$ cat src/rtl/adc_scan_pkg.sv
`timescale 1ns/1ps
package adc_scan_pkg;

    typedef enum logic [2:0] {
        ST_IDLE,
        ST_START,
        ST_SHIFT,
        ST_GAP,
        ST_CONV
    } scan_state_e;

endpackage

$ cat src/rtl/adc_scan_tick.sv
`timescale 1ns/1ps
module adc_scan_tick #(
    parameter int DIV_W = 8
) (
    input  logic             clk,
    input  logic             rst_n,
    input  logic [DIV_W-1:0] div,
    output logic             tick
);

    logic [DIV_W-1:0] cnt_q;

    // one tick every div+1 clocks, free running
    assign tick = (cnt_q >= div);

    always_ff @(posedge clk or negedge rst_n) begin
        if (!rst_n) begin
            cnt_q <= '0;
        end else if (tick) begin
            cnt_q <= '0;
        end else begin
            cnt_q <= cnt_q + 1'b1;
        end
    end

endmodule

$ cat src/rtl/adc_scan_results.sv
`timescale 1ns/1ps
module adc_scan_results #(
    parameter int NUM_CH = 9,
    parameter int ADDR_W = 4,
    parameter int RES_W  = 10
) (
    input  logic                    clk,
    input  logic                    rst_n,
    input  logic                    wr_en,
    input  logic [ADDR_W-1:0]       wr_ch,
    input  logic [RES_W-1:0]        wr_data,
    output logic [NUM_CH*RES_W-1:0] results,
    output logic [NUM_CH-1:0]       valid
);

    logic [RES_W-1:0]  mem_q [NUM_CH];
    logic [NUM_CH-1:0] vld_q;

    always_ff @(posedge clk or negedge rst_n) begin
        if (!rst_n) begin
            for (int i = 0; i < NUM_CH; i++) begin
                mem_q[i] <= '0;
            end
            vld_q <= '0;
        end else begin
            for (int i = 0; i < NUM_CH; i++) begin
                if (wr_en && (wr_ch == ADDR_W'(i))) begin
                    mem_q[i] <= wr_data;
                    vld_q[i] <= 1'b1;
                end
            end
        end
    end

    for (genvar g = 0; g < NUM_CH; g++) begin : g_out
        assign results[g*RES_W +: RES_W] = mem_q[g];
    end
    assign valid = vld_q;

    // valid flags only ever gain bits outside reset
    assert_valid_sticky_R5: assert property (@(posedge clk) disable iff (!rst_n)
        ((~vld_q) & $past(vld_q)) == '0);

    // writes come only for channels that exist
    assert_wr_range_R4: assert property (@(posedge clk) disable iff (!rst_n)
        wr_en |-> (wr_ch < ADDR_W'(NUM_CH)));

endmodule

$ cat src/rtl/adc_scan.sv
`timescale 1ns/1ps
module adc_scan
    import adc_scan_pkg::*;
#(
    parameter int NUM_CH      = 9,
    parameter int ADDR_W      = 4,
    parameter int FRAME_W     = 16,
    parameter int RES_W       = 10,
    parameter int DIV_W       = 8,
    parameter int CONV_CYCLES = 44,
    parameter int GAP_TICKS   = 3,
    parameter int TIMEOUT_CYC = 4096
) (
    input  logic                    clk,
    input  logic                    rst_n,
    input  logic                    enable,
    input  logic                    eoc_mode,
    input  logic                    split_mode,
    input  logic [DIV_W-1:0]        clk_div,
    output logic                    sck,
    output logic                    cs_n,
    output logic                    mosi,
    input  logic                    miso,
    output logic                    conv_clk,
    input  logic                    eoc,
    output logic                    eoc_irq,
    output logic                    timeout_err,
    output logic [NUM_CH*RES_W-1:0] results,
    output logic [NUM_CH-1:0]       valid
);

    localparam int BIT_W  = $clog2(FRAME_W);
    localparam int HALF   = FRAME_W / 2;
    localparam int PAD_W  = FRAME_W - ADDR_W;
    localparam int CONV_W = $clog2(CONV_CYCLES + 1);
    localparam int TO_W   = $clog2(TIMEOUT_CYC);
    localparam int GAP_W  = $clog2(GAP_TICKS + 1);

    scan_state_e state_q, state_nx;

    logic               tick;
    logic               sck_q, cs_n_q, conv_q, irq_q, err_q, eoc_q;
    logic [FRAME_W-1:0] tx_q, rx_q;
    logic [BIT_W-1:0]   bit_cnt;
    logic [GAP_W-1:0]   gap_cnt;
    logic [CONV_W-1:0]  conv_cnt;
    logic [TO_W-1:0]    to_cnt;
    logic [ADDR_W-1:0]  ch_ptr, cur_ch, last_ch;
    logic               have_prev;
    logic               last_bit, mid_bit, gap_done, conv_done, to_expire;
    logic               wr_en;

    adc_scan_tick #(.DIV_W(DIV_W)) u_tick (
        .clk   (clk),
        .rst_n (rst_n),
        .div   (clk_div),
        .tick  (tick)
    );

    assign last_bit  = (bit_cnt == BIT_W'(FRAME_W - 1));
    assign mid_bit   = (bit_cnt == BIT_W'(HALF - 1));
    assign gap_done  = (gap_cnt == GAP_W'(GAP_TICKS - 1));
    assign conv_done = (conv_cnt == CONV_W'(CONV_CYCLES));
    assign to_expire = (to_cnt == TO_W'(TIMEOUT_CYC - 1));

    // store on the falling tick that ends the frame
    assign wr_en = (state_q == ST_SHIFT) && tick && sck_q && last_bit && have_prev;

    adc_scan_results #(
        .NUM_CH (NUM_CH),
        .ADDR_W (ADDR_W),
        .RES_W  (RES_W)
    ) u_res (
        .clk     (clk),
        .rst_n   (rst_n),
        .wr_en   (wr_en),
        .wr_ch   (last_ch),
        .wr_data (rx_q[FRAME_W-1 -: RES_W]),
        .results (results),
        .valid   (valid)
    );

    // state register
    always_ff @(posedge clk or negedge rst_n) begin
        if (!rst_n) begin
            state_q <= ST_IDLE;
        end else begin
            state_q <= state_nx;
        end
    end

    // transitions
    always_comb begin
        state_nx = state_q;
        unique case (state_q)
            ST_IDLE: begin
                if (enable) state_nx = ST_START;
            end
            ST_START: begin
                if (!enable)   state_nx = ST_IDLE;
                else if (tick) state_nx = ST_SHIFT;
            end
            ST_SHIFT: begin
                if (tick && sck_q) begin
                    if (last_bit)                   state_nx = ST_CONV;
                    else if (split_mode && mid_bit) state_nx = ST_GAP;
                end
            end
            ST_GAP: begin
                if (tick && gap_done) state_nx = ST_SHIFT;
            end
            ST_CONV: begin
                if (!enable) begin
                    state_nx = ST_IDLE;
                end else if (eoc_mode) begin
                    if (eoc_q || to_expire) state_nx = ST_START;
                end else if (tick && conv_q && conv_done) begin
                    state_nx = ST_START;
                end
            end
            default: state_nx = ST_IDLE;
        endcase
    end

    always_ff @(posedge clk or negedge rst_n) begin
        if (!rst_n) begin
            eoc_q <= 1'b0;
        end else begin
            eoc_q <= eoc;
        end
    end

    // datapath and outputs
    always_ff @(posedge clk or negedge rst_n) begin
        if (!rst_n) begin
            sck_q     <= 1'b0;
            cs_n_q    <= 1'b1;
            tx_q      <= '0;
            rx_q      <= '0;
            bit_cnt   <= '0;
            gap_cnt   <= '0;
            conv_q    <= 1'b0;
            conv_cnt  <= '0;
            to_cnt    <= '0;
            ch_ptr    <= '0;
            cur_ch    <= '0;
            last_ch   <= '0;
            have_prev <= 1'b0;
            irq_q     <= 1'b0;
            err_q     <= 1'b0;
        end else begin
            irq_q <= 1'b0;
            unique case (state_q)
                ST_IDLE: begin
                    cs_n_q    <= 1'b1;
                    sck_q     <= 1'b0;
                    conv_q    <= 1'b0;
                    ch_ptr    <= '0;
                    have_prev <= 1'b0;
                end
                ST_START: begin
                    if (enable && tick) begin
                        cs_n_q  <= 1'b0;
                        sck_q   <= 1'b0;
                        tx_q    <= {ch_ptr, {PAD_W{1'b0}}};
                        cur_ch  <= ch_ptr;
                        ch_ptr  <= (ch_ptr == ADDR_W'(NUM_CH - 1)) ? '0 : ch_ptr + 1'b1;
                        bit_cnt <= '0;
                    end
                end
                ST_SHIFT: begin
                    if (tick) begin
                        if (!sck_q) begin
                            sck_q <= 1'b1;
                            rx_q  <= {rx_q[FRAME_W-2:0], miso};
                        end else begin
                            sck_q   <= 1'b0;
                            tx_q    <= {tx_q[FRAME_W-2:0], 1'b0};
                            bit_cnt <= bit_cnt + 1'b1;
                            gap_cnt <= '0;
                            if (last_bit) begin
                                cs_n_q    <= 1'b1;
                                last_ch   <= cur_ch;
                                have_prev <= 1'b1;
                                conv_cnt  <= '0;
                                conv_q    <= 1'b0;
                                to_cnt    <= '0;
                            end
                        end
                    end
                end
                ST_GAP: begin
                    if (tick) gap_cnt <= gap_cnt + 1'b1;
                end
                ST_CONV: begin
                    if (enable) begin
                        if (eoc_mode) begin
                            if (eoc_q) begin
                                irq_q <= 1'b1;
                            end else if (to_expire) begin
                                err_q     <= 1'b1;
                                ch_ptr    <= '0;
                                have_prev <= 1'b0;
                            end else begin
                                to_cnt <= to_cnt + 1'b1;
                            end
                        end else if (tick) begin
                            if (!conv_q) begin
                                conv_q   <= 1'b1;
                                conv_cnt <= conv_cnt + 1'b1;
                            end else begin
                                conv_q <= 1'b0;
                            end
                        end
                    end
                end
                default: ;
            endcase
        end
    end

    assign sck         = sck_q;
    assign cs_n        = cs_n_q;
    assign mosi        = tx_q[FRAME_W-1];
    assign conv_clk    = conv_q;
    assign eoc_irq     = irq_q;
    assign timeout_err = err_q;

    assert_sck_idle_R6: assert property (@(posedge clk) disable iff (!rst_n)
        cs_n |-> !sck);

    assert_conv_quiet_R8: assert property (@(posedge clk) disable iff (!rst_n)
        !cs_n |-> !conv_clk);

    assert_conv_limit_R8: assert property (@(posedge clk) disable iff (!rst_n)
        conv_cnt <= CONV_W'(CONV_CYCLES));

    assert_irq_pulse_R9: assert property (@(posedge clk) disable iff (!rst_n)
        eoc_irq |=> !eoc_irq);

    assert_err_sticky_R10: assert property (@(posedge clk) disable iff (!rst_n)
        $past(timeout_err) |-> timeout_err);

endmodule

$ cat config.mk
export PLATFORM = sky130hd
export DESIGN_NAME = adc_scan
export DESIGN_NICKNAME = d
export VERILOG_FILES = /design/src/rtl/adc_scan_pkg.sv /design/src/rtl/adc_scan_tick.sv /design/src/rtl/adc_scan_results.sv /design/src/rtl/adc_scan.sv
export SDC_FILE = /design/constraint.sdc
export NUM_CORES = 1
export LEC_CHECK = 0
export BUFFER_PORTS_ARGS = -buffer_cell sky130_fd_sc_hd__buf_4
export CELL_PAD_IN_SITES_DETAIL_PLACEMENT = 1
export CELL_PAD_IN_SITES_GLOBAL_PLACEMENT = 1
export CORE_ASPECT_RATIO = 0.9
export CORE_MARGIN = 5
export CORE_UTILIZATION = 45
export CTS_CLUSTER_SIZE = 28
export DETAILED_ROUTE_END_ITERATION = 10
export GPL_ROUTABILITY_DRIVEN = 0
export PLACE_DENSITY_LB_ADDON = 0.2
export RECOVER_POWER = 50
export SLEW_MARGIN = 20
export SYNTH_ARGS = -nofsm -noshare
export SYNTH_HDL_FRONTEND = slang
export SYNTH_SLANG_ARGS = --single-unit
$ cat constraint.sdc
create_clock -name clk -period 2.8 [get_ports clk]
set_input_delay 0.42 -clock clk [delete_from_list [all_inputs] [get_ports clk]]
set_output_delay 0.42 -clock clk [all_outputs]
set_load 0.01 [all_outputs]
=== Word level (Yosys, flattened, before mapping) ===
Cells that the tools add are included.

* Register bits: 185
* Output and inout bits: 105
* Word-level logic and storage cells: 198
* Input bits: 15

* Eq/ne operators: 38
* Add/subtract/negate cells: 6
* Bitwise operators: 2
* Multiplexer cells: 73
* Reductions and logical operators: 42
* $lt $le $gt $ge: 1

{| class="wikitable"
|+ Operators with widths
! kind !! count
|-
| $mux W12 || 7
|-
| $mux W16 || 3
|-
| $mux W6 || 7
|-
| $mux W4 || 9
|-
| $mux W3 || 11
|-
| $pmux W16 S2 || 1
|-
| $ne A2 B2 Y1 const B || 15
|-
| $pmux W12 S2 || 1
|-
| $reduce_and A8 Y1 || 3
|-
| $mux W1 || 21
|-
| $eq A4 B3 Y1 const B || 5
|-
| $logic_and A1 B1 Y1 || 19
|-
| $pmux W3 S5 || 1
|-
| $reduce_and A7 Y1 || 2
|-
| $add A12 B1 Y12 const B || 1
|-
| $eq A12 B12 Y1 const B || 1
|-
| $eq A4 B4 Y1 const B || 3
|-
| $pmux W1 S3 || 4
|-
| $pmux W4 S3 || 1
|-
| $pmux W6 S2 || 1
|-
| $reduce_and A4 Y1 || 3
|-
| $reduce_and A5 Y1 || 2
|-
| $reduce_bool A3 Y1 || 3
|-
| $add A4 B1 Y4 const B || 2
|-
| other kinds (27) || 36
|}

=== Logic depth before layout (Yosys ltp) ===
Gate-level depths: netlist of the first run.

* Depth after elaboration: 7
* Gate-level depth with buffers: 9
* Gate-level depth less buffers: 8

=== Cells and area by module ===
Synthesis of the first run repeated with hierarchy kept, for this count alone.

* Cell total of the unflattened synthesis: 586
* Area total of the unflattened synthesis: 7,553.5 sq um

{| class="wikitable"
|+ By module, submodules not included
! module !! seq. area each (sq um) !! times used !! area an instance (sq um) !! cells an instance
|-
| adc_scan_results || 2,477.4 || 1 || 3,748.6 || 220
|-
| adc_scan || 1,652.8 || 1 || 3,249.4 || 312
|-
| adc_scan_tick || 200.2 || 1 || 555.5 || 54
|}

=== Worst setup path after synthesis of the first run ===
Ideal clock, no wire load.

* Path type: input -> register
* Start point: input port clk_div[1]
* End point: register rx_q[10]
* Stages on the path: 9
* Path buffers: 1
* Setup time: 125 ps
* Required time: 2,675 ps
* Arrival time: 2,235 ps
* Slack: 440 ps
* Cell sequence: inv_1 > ha_1 > inv_1 > o21ai_0 > and3_1 > nor2_1 > nor3_2 > buf_2 > mux2_2

* Word-level cells in the longest chain between the ends: 2

{| class="wikitable"
|+ Ends and longest elaborated chain
! item !! RTL line !! text
|-
| start, declared || adc_scan.sv:19 || <nowiki>input logic [DIV_W-1:0] clk_div,</nowiki>
|-
| $ge A8 B8 Y1 || adc_scan_tick.sv:14 || <nowiki>assign tick = (cnt_q >= div);</nowiki>
|-
| $reduce_and A3 Y1 (no source line) || - ||
|-
| end signal, assigned || adc_scan.sv:175 || <nowiki>rx_q <= {rx_q[FRAME_W-2:0], miso};</nowiki>
|-
| end, declared || adc_scan.sv:43 || <nowiki>logic [FRAME_W-1:0] tx_q, rx_q;</nowiki>
|}

Every way passes these cells.
A chain may end at the register's enable or synchronous reset.

=== Worst setup path in the final report of the first run ===
* Start point: register u_tick.cnt_q[1]
* End point: register u_res.mem_q, in the netlist u_res.results[50]

* Word-level cells in the longest chain between the ends: 6

{| class="wikitable"
|+ Ends and longest elaborated chain
! item !! RTL line !! text
|-
| start, declared || adc_scan_tick.sv:11 || <nowiki>logic [DIV_W-1:0] cnt_q;</nowiki>
|-
| start signal, assigned || adc_scan_tick.sv:22 || <nowiki>cnt_q <= cnt_q + 1'b1;</nowiki>
|-
| $ge A8 B8 Y1 || adc_scan_tick.sv:14 ||
|-
| $logic_and A1 B1 Y1 (4 in a row) || adc_scan.sv:67 || <nowiki>assign wr_en = (state_q == ST_SHIFT) && tick && sck_q && last_bit && have_prev;</nowiki>
|-
| $logic_and A1 B1 Y1 || adc_scan_results.sv:27 || <nowiki>if (wr_en && (wr_ch == ADDR_W'(i))) begin</nowiki>
|-
| end signal, assigned by index || adc_scan_results.sv:28 || <nowiki>mem_q[i] <= wr_data;</nowiki>
|-
| end, declared || adc_scan_results.sv:16 || <nowiki>logic [RES_W-1:0] mem_q [NUM_CH];</nowiki>
|}

Every way passes these cells.

==> results of run 1 <==
per-layer routing:
metal  global-route usage, %  routed length [um]  share of wire, %  vias up
met1                    26.9                8870                44     2802
met2                    36.4               10200                51       94
met5                       0                   0                 0        -
met3                    4.66                 763               3.8       19
li1                        -                   -                 -     2487
met4                    5.28                 195              0.97        0
layout make-up:
class	count	area, sq um
Fill cell	1757	7500
Sequential cell	173	4330
Multi-Input combinational cell	394	3070
Timing Repair Buffer	150	1010
Clock buffer	20	447
Tap cell	211	264
Clock inverter	11	83.8
Inverter	22	82.6
cells by family (layout without fill, tap and decap cells):
group	count (synthesis)	in the layout	share of synthesized area [%]
multiplexers	112	112	16.9
buffers and inverters	57	203	3.25
AND/OR/NAND/NOR	171	171	12.1
AO/OA/AOI/OAI	83	83	7.00
XOR/XNOR	12	12	1.38
flip-flops	173	173	56.7
adder cells (fa/ha/maj)	16	16	2.62
worst min path at each step:
stage                   start              to  slack [ns]  cells past startpoint
2_1_floorplan           rst_n      bit_cnt[0]        0.12                      0
3_3_place_gp   u_res.valid[7]  u_res.valid[7]        0.45                      1
3_5_place_dp   u_res.valid[4]  u_res.valid[4]        0.46                      1
4_1_cts                 rst_n  u_res.valid[3]        0.04                      1
5_1_grt                   eoc           eoc_q        0.11                      1
6_report                  eoc           eoc_q        0.12                      1
cells in the mapped netlist, types with 6 or more instances:
| master | number |
|---|---|
| a21oi_1 | 22 |
| and3_1 | 9 |
| buf_2 | 9 |
| clkbuf_1 | 21 |
| dfrtp_1 | 172 |
| ha_1 | 16 |
| inv_1 | 22 |
| mux2_1 | 9 |
| mux2_2 | 89 |
| mux2_4 | 9 |
| nand2_1 | 44 |
| nand2b_1 | 14 |
| nand3_1 | 21 |
| nand4_1 | 7 |
| nor2_1 | 27 |
| nor3_1 | 6 |
| o21ai_0 | 23 |
| or3_1 | 11 |
| xnor2_1 | 7 |
where the power goes:
part / internal, mW / leakage [nW] / switching, mW / total, mW
combinational: 0.450 / 2.06 / 0.605 / 1.06
clock: 1.17 / 0.262 / 1.01 / 2.18
sequential: 2.68 / 2.37 / 0.146 / 2.82
total: 4.29 / 4.69 / 1.76 / 6.05
metrics by stage:
stage | instance area [sq um] | worst slack (ns) | power [mW]
2_1_floorplan | 7630 | 0.440 | 3.51
3_3_place_gp | 8950 | 0.202 | 3.85
3_5_place_dp | 8950 | 0.104 | 3.93
4_1_cts | 9480 | 0.193 | 6.11
5_1_grt | 9280 | 0.0542 | 6.38
6_report | 9280 | 0.200 | 6.05
flip-flops by register name, indices dropped and copies added (netlist names), 2 cells and up:
register,cells
tx_q,4
bit_cnt,4
u_tick.cnt_q,8
cur_ch,4
gap_cnt,2
u_res.results,90
last_ch,4
ch_ptr,4
rx_q,16
conv_cnt,6
to_cnt,12
u_res.valid,9
state_q,3
==> flow_summary.json, run 1 <==
{
  "status": "finished, violations left",
  "violations": "capacitance limit, slew limit",
  "synth_area_leaders": "dfrtp_1 56%, mux2_2 13%, ha_1 2.6%",
  "crit_path_cell_trace": "ha_1 -> inv_1 -> o21ai_0 -> and3_1 -> o21ai_2 -> or4b_4 -> mux2_4",
  "ir_drop_uv": 440,
  "worst-path-max-fanout": 11,
  "drtIter0Drc": 187,
  "cts_buffer_depth": 2,
  "synth_nets": 655,
  "overflow": 0,
  "ys_warn_count": 0,
  "avgViaCountPerCell": 5.51,
  "finalSetupViolations": 0,
  "grt_max_degree": 73,
  "critPathKind": "reg -> reg",
  "num_vias": 5402,
  "cts_tree": "built",
  "synth-seq-cells": 173,
  "drt_wl_total_um": 20000,
  "fin_crit_sh_pct": 92.9,
  "rsz0062_at_grt": "false",
  "worstSetupEndpointType": "register",
  "cts_max_level": 4,
  "hold_buffers": 0,
  "fp.dieW_um": 147,
  "finClkSkew_ns": 0.0129,
  "drc": 0,
  "finalNonFillerCells": 981,
  "regToRegStartpoint": "u_tick.cnt_q[1]",
  "maxSlewHeadroom_pct": -28.8,
  "ctsResizeCount": 0,
  "firstDrtPassIters": 4,
  "drv_slew": 72,
  "max_freq_mhz": 385,
  "synth-main-ff-cell": "dfrtp_1",
  "worstPathRequired_ns": 3.10,
  "drive_above_1_share_pct": 31.4,
  "grt_first_pass_wirelength_um": 32800,
  "avgSynthCellArea_sq_um": 12.2,
  "clk_pin_slew_ns": 0.06,
  "finalCriticalPeriod_ns": 2.60,
  "synth_cells": 624,
  "die_y_um": 134,
  "rr_worst_depth": 7,
  "core_area_sq_um": 16800,
  "mostFrequentLayoutCell": "dfrtp_1",
  "cp_top_family": "simple AND/OR/NAND/NOR gates",
  "num_antenna_cells": 0,
  "root_buffer": "clkbuf_16",
  "cts_sinks": 173,
  "io_buffers": 119,
  "grt_pass1_vias": 5963,
  "hold_class": "in -> reg",
  "insertion_delay_ns": 0.43,
  "cts_setup_buffers": 0,
  "synthArstFlopShare_pct": 100,
  "crit_start": "u_tick.cnt_q[1]",
  "dp_hpwl_um": 14500,
  "critPathMaxStageDelay_ns": 0.69,
  "ant_nets": 0,
  "max-cap-violations": 1,
  "synth_top_area_share_pct": 56.4,
  "synth-edff-count": 0,
  "final_cell_mix": "172 x dfrtp_1, 90 x buf_4, 89 x mux2_2",
  "wire_per_inst_um": 20.4,
  "fin_util_pct": 55.3,
  "yosysSeqAreaShare_pct": 56.7,
  "numCtsBuffers": 17,
  "r2r_end": "u_res.results[50]",
  "io_pins": 120,
  "hold_viol_final": 0,
  "worstPathArrival_ns": 2.90,
  "areaGrowthSynthToFinish_pct": 21.6,
  "leakagePower_nw": 4.69,
  "layout.nets": 789,
  "synth_area_leader_cell": "dfrtp_1",
  "path_depth": 7,
  "rows": 45,
  "start_util_pct": 45.5,
  "cp-start-kind": "register",
  "hold_slack_ns": 0.122,
  "antenna_found_initial": 0,
  "grt_usage_pct": 21.0,
  "cp_slowest_cell": "or4b_4",
  "synth_area_sq_um": 7630,
  "die_area_sq_um": 19700,
  "synth_cell_types": 65,
  "critPathBufInv": 1,
  "reg2reg_slack_ns": 0.20,
  "worstSetupEndpoint": "u_res.results[50]",
  "place_inst": 950,
  "setup-tns-final_ns": 0,
  "p_per_area_nw_per_um2": 652,
  "tightest_slew_ns": 1.93
}
No activity file was read; power rests on OpenSTA's default activity.
==> run 2, diff against run 1 <==
--- a/config.mk
+++ b/config.mk
@@ -10,7 +10,7 @@
 export CELL_PAD_IN_SITES_GLOBAL_PLACEMENT = 1
 export CORE_ASPECT_RATIO = 0.9
 export CORE_MARGIN = 5
-export CORE_UTILIZATION = 45
+export CORE_UTILIZATION = 41
 export CTS_CLUSTER_SIZE = 28
 export DETAILED_ROUTE_END_ITERATION = 10
 export GPL_ROUTABILITY_DRIVEN = 0
==> constraint.sdc (replaced) <==
create_clock -name clk -period 2.2 [get_ports clk]
set_input_delay 0.33 -clock clk [delete_from_list [all_inputs] [get_ports clk]]
set_output_delay 0.33 -clock clk [all_outputs]
set_load 0.01 [all_outputs]
==> flow_summary.json, run 2 (synthesis results as in run 1) <==
{
  "dp_hpwl_um": 15200,
  "root_buffer": "clkbuf_16",
  "ant_nets": 0,
  "place_inst": 1018,
  "rows": 47,
  "clk_pin_slew_ns": 0.07,
  "cts_sinks": 173,
  "die_area_sq_um": 21400,
  "crit_path_cell_trace": "ha_4 -> o21ai_2 -> o21bai_1 -> and3_4 -> buf_12 -> o21ai_4 -> or4b_4 -> mux2_4",
  "cts_tree": "built",
  "cp-start-kind": "register",
  "avgViaCountPerCell": 5.41,
  "max-cap-violations": 0,
  "worstPathArrival_ns": 2.76,
  "pre_cts_ws_ns": -0.325,
  "critPathMaxStageDelay_ns": 0.57,
  "final_cell_mix": "172 x buf_4, 171 x dfrtp_1, 78 x mux2_2",
  "rsz0062_at_grt": "true",
  "worstPathRequired_ns": 2.52,
  "finalNonFillerCells": 1068,
  "numCtsBuffers": 17,
  "setup-tns-final_ns": -16.66,
  "num_vias": 5777,
  "worst-path-max-fanout": 6,
  "hold_viol_final": 0,
  "critPathKind": "reg -> reg",
  "insertion_delay_ns": 0.43,
  "wire_per_inst_um": 21.1,
  "hold_slack_ns": 0.154,
  "tightest_slew_ns": 0.948,
  "max_freq_mhz": 410,
  "fin_ws_ns": -0.240,
  "status": "finished, violations left",
  "core_area_sq_um": 18300,
  "grt_pass1_vias": 6175,
  "ir_drop_uv": 527,
  "leakagePower_nw": 5.22,
  "hold_class": "in -> reg",
  "die_y_um": 139,
  "cts_buffer_depth": 2,
  "violations": "setup timing",
  "antenna_found_initial": 0,
  "p_per_area_nw_per_um2": 823,
  "drt_wl_total_um": 22500,
  "overflow": 0,
  "io_pins": 120,
  "finClkSkew_ns": 0.0104,
  "layout.nets": 841,
  "worstSetupEndpointType": "register",
  "fin_crit_sh_pct": 111,
  "mostFrequentLayoutCell": "buf_4",
  "num_antenna_cells": 0,
  "areaGrowthSynthToFinish_pct": 35.8,
  "finalSetupViolations": 113,
  "drtIter0Drc": 288,
  "cts_max_level": 4,
  "drc": 0,
  "firstDrtPassIters": 4,
  "finalCriticalPeriod_ns": 2.44,
  "drive_above_1_share_pct": 46.2,
  "grt_first_pass_wirelength_um": 34100,
  "fp.dieW_um": 154,
  "grt_max_degree": 55,
  "drv_slew": 0,
  "grt_usage_pct": 20.0,
  "start_util_pct": 41.6,
  "io_buffers": 119,
  "maxSlewHeadroom_pct": 36.8,
  "largest_reg_flops": 90,
  "cp_slowest_cell": "or4b_4"
}
run 2: cell count changes in the layout (fill, tap and decap cells not counted), moves of 6 or more:
| cell | previous run | this run |
|---|---|---|
| or3_4 | 0 | 7 |
| mux2_4 | 9 | 22 |
| a21oi_2 | 0 | 7 |
| inv_8 | 0 | 6 |
| buf_6 | 0 | 8 |
| buf_4 | 90 | 172 |
| a21oi_1 | 22 | 15 |
| mux2_2 | 89 | 78 |
| clkbuf_1 | 52 | 0 |
run 2: what timing repair did:
action | 4_1_cts | 5_1_grt
hold endpoints to repair | 37 | 0
resized for setup | 27 | 47
setup endpoints to repair | 116 | 150
pin swaps | 9 | 8
buffers inserted | 2 | 11
hold buffers | 2 | 0
gates cloned | 1 | 5
run 2: path summary, 6_finish.rpt:
kind,endpoint,from,cells past startpoint,slack [ns]
max in group asynchronous,u_res.results[52],rst_n,3,0.27
max,u_res.results[54],u_tick.cnt_q[4],8,-0.24
min in group asynchronous,u_res.results[26],rst_n,2,0.58
max reg2reg,u_res.results[54],u_tick.cnt_q[4],8,-0.24
min,rx_q[0],miso,2,0.15
min reg2reg,u_res.valid[0],u_res.valid[0],1,0.47
run 2: final cells by class:
class | instances | area, sq um
clock buffer | 19 | 453
multi-input combinational | 398 | 3410
inverter | 22 | 82.6
sequential | 173 | 4330
timing repair buffer | 198 | 1620
fill | 1872 | 7980
tap | 245 | 307
clock inverter | 13 | 169
run 2: power by group:
part,switching [mW],total (mW),internal [mW]
registers,0.146,3.55,3.40
clock network,1.40,3.19,1.79
logic,0.988,1.79,0.805
run 2: through the flow:
step | utilization [%] | total power [mW] | area (sq um)
after floorplan | - | 4.49 | 7660
after global placement | 50.7 | 5.07 | 9300
after detailed placement | 50.7 | 5.18 | 9300
after CTS | 55.1 | 8.42 | 10100
after global routing | 56.5 | 8.92 | 10400
final | 56.5 | 8.54 | 10400
run 2: critical path: cells and delay by family, from the launching register on:
family                   cells  cell delay [ns]
AND/OR/NAND/NOR              2             0.85
flip-flops                   1             0.44
AO/OA/AOI/OAI                3             0.33
multiplexers                 1             0.32
adder cells (fa/ha/maj)      1             0.28
buffers and inverters        1             0.11
run 2: routing by layer:
metal	vias to the layer above	part of all wire [%]	global-route usage [%]
met5	-	0	0
li1	2602	-	-
met2	134	51	34.7
met3	29	4.3	4.35
met4	0	1.8	5.44
met1	3012	43	25.5
==> run 3, diff against run 2 <==
--- a/config.mk
+++ b/config.mk
@@ -10,7 +10,7 @@
 export CELL_PAD_IN_SITES_GLOBAL_PLACEMENT = 1
 export CORE_ASPECT_RATIO = 0.9
 export CORE_MARGIN = 5
-export CORE_UTILIZATION = 41
+export CORE_UTILIZATION = 35
 export CTS_CLUSTER_SIZE = 28
 export DETAILED_ROUTE_END_ITERATION = 10
 export GPL_ROUTABILITY_DRIVEN = 0
==> flow_summary.json, run 3 (synthesis results as in run 1) <==
{
  "finClkSkew_ns": 0.0130,
  "holdPathStages": 2,
  "numCtsBuffers": 17,
  "worstSetupEndpointType": "register",
  "hold_class": "in -> reg",
  "overflow": 0,
  "cts_tree": "built",
  "worst-path-max-fanout": 6,
  "reg2reg_slack_ns": -0.14,
  "layout.nets": 843,
  "min_to": "rx_q[0]",
  "status": "finished, violations left",
  "tightest_slew_ns": 0.982,
  "rsz0062_at_grt": "true",
  "rows": 51,
  "areaGrowthSynthToFinish_pct": 40.4,
  "leakagePower_nw": 5.32,
  "antenna_found_initial": 0,
  "cts_max_level": 4,
  "p_per_area_nw_per_um2": 806,
  "grt_usage_pct": 17.8,
  "clk_pin_slew_ns": 0.07,
  "fp.dieW_um": 166,
  "dp_hpwl_um": 15400,
  "place_inst": 1068,
  "maxSlewHeadroom_pct": 34.6,
  "fin_crit_sh_pct": 106,
  "die_area_sq_um": 24900,
  "fin_ws_ns": -0.138,
  "cts_buffer_depth": 2,
  "num_antenna_cells": 0,
  "final_cell_mix": "172 x dfrtp_1, 170 x buf_4, 61 x mux2_2",
  "min_from": "miso",
  "root_buffer": "clkbuf_16",
  "drc": 0,
  "io_buffers": 119,
  "cp-start-kind": "register",
  "drive_above_1_share_pct": 49.3,
  "drv_slew": 0,
  "worstPathRequired_ns": 2.50,
  "rr_worst_depth": 7,
  "io_pins": 120,
  "fin_util_pct": 49.7,
  "start_util_pct": 35.4,
  "grt_max_degree": 48,
  "die_y_um": 150,
  "avgViaCountPerCell": 5.07,
  "critPathKind": "reg -> reg",
  "drtIter0Drc": 237,
  "wire_per_inst_um": 20.2,
  "max-cap-violations": 0,
  "ir_drop_uv": 476,
  "cts_sinks": 173,
  "largest_reg_flops": 90,
  "firstDrtPassIters": 4,
  "max_freq_mhz": 428,
  "grt_first_pass_wirelength_um": 35600,
  "violations": "setup timing",
  "finalSetupViolations": 112,
  "ant_nets": 0,
  "drt_wl_total_um": 22600,
  "grt_pass1_vias": 6318,
  "mostFrequentLayoutCell": "dfrtp_1",
  "r2r_end": "u_res.results[56]",
  "core_area_sq_um": 21600,
  "num_vias": 5659,
  "insertion_delay_ns": 0.43,
  "hold_viol_final": 0,
  "worstPathArrival_ns": 2.64,
  "regToRegStartpoint": "u_tick.cnt_q[4]",
  "finalCriticalPeriod_ns": 2.34,
  "finalNonFillerCells": 1116
}
run 3: cell types whose count changed in the layout (fill, tap and decap cells not counted), moves of 4 or more:
cell | previous run | this run
mux2_4 | 22 | 41
mux2_2 | 78 | 61
buf_6 | 8 | 13
clkinv_8 | 0 | 4
ha_1 | 14 | 10
run 3: stage by stage:
stage | total power, mW | worst slack (ns) | instance area (sq um) | TNS [ns] | hold slack, ns
after floorplan | 4.49 | -0.0624 | 7660 | -0.636 | 0.0344
after global placement | 5.10 | -0.191 | 9390 | -9.50 | 0.269
after detailed placement | 5.20 | -0.331 | 9390 | -21.75 | 0.271
after CTS | 8.44 | -0.219 | 10300 | -16.43 | 0.123
after global routing | 9.06 | -0.214 | 10700 | -18.51 | 0.121
final | 8.64 | -0.138 | 10700 | -8.45 | 0.138
run 3: where the power goes:
group	switching (mW)	total (mW)	internal [mW]
clock network	1.47	3.04	1.57
logic	1.11	2.04	0.930
registers	0.161	3.56	3.40
total	2.74	8.64	5.90
run 3: how the worst max path moves through the flow:
stage                          from                end  slack, ns  cells past startpoint
CTS                 u_tick.cnt_q[4]  u_res.results[56]      -0.22                      7
global route        u_tick.cnt_q[1]  u_res.results[56]      -0.21                      7
detailed placement       clk_div[4]          ch_ptr[0]      -0.33                     10
finish              u_tick.cnt_q[4]  u_res.results[56]      -0.14                      7
global placement         clk_div[4]        conv_cnt[4]      -0.19                     11
floorplan           u_tick.cnt_q[3]  u_res.results[50]      -0.06                      8
run 3: area by class of cell:
cell class,instances,area [sq um]
Tap cell,291,364
Clock inverter,14,165
Sequential cell,173,4330
Timing Repair Buffer,202,1710
Multi-Input combinational cell,396,3630
Inverter,22,82.6
Fill cell,2243,10900
Clock buffer,18,439
run 3: routing by layer:
metal  global-route usage [%]  vias to the layer above  part of all wire, %
li1                         -                     2600                    -
met1                     23.1                     2949                   46
met2                     30.4                       95                   50
met3                     4.31                       15                  3.4
met4                     4.12                        0                 0.74
met5                        0                        -                    0
run 3: critical path: stages, from the launching register on:
cell and delay [ns]:
dfrtp_1 0.42, ha_4 0.28, o21ai_2 0.06, o21bai_2 0.17, and3_4 0.26, o21ai_4 0.11
or4b_4 0.59, mux2_4 0.33
run 3: timing repair:
| action | in CTS | in global routing |
|---|---|---|
| pin swaps | 7 | 33 |
| setup endpoints to repair | 142 | 155 |
| gates resized for setup | 46 | 85 |
| cloned | 3 | 2 |
| hold buffers | 2 | 0 |
| endpoints found under the hold margin | 37 | 0 |
| setup buffers | 6 | 7 |
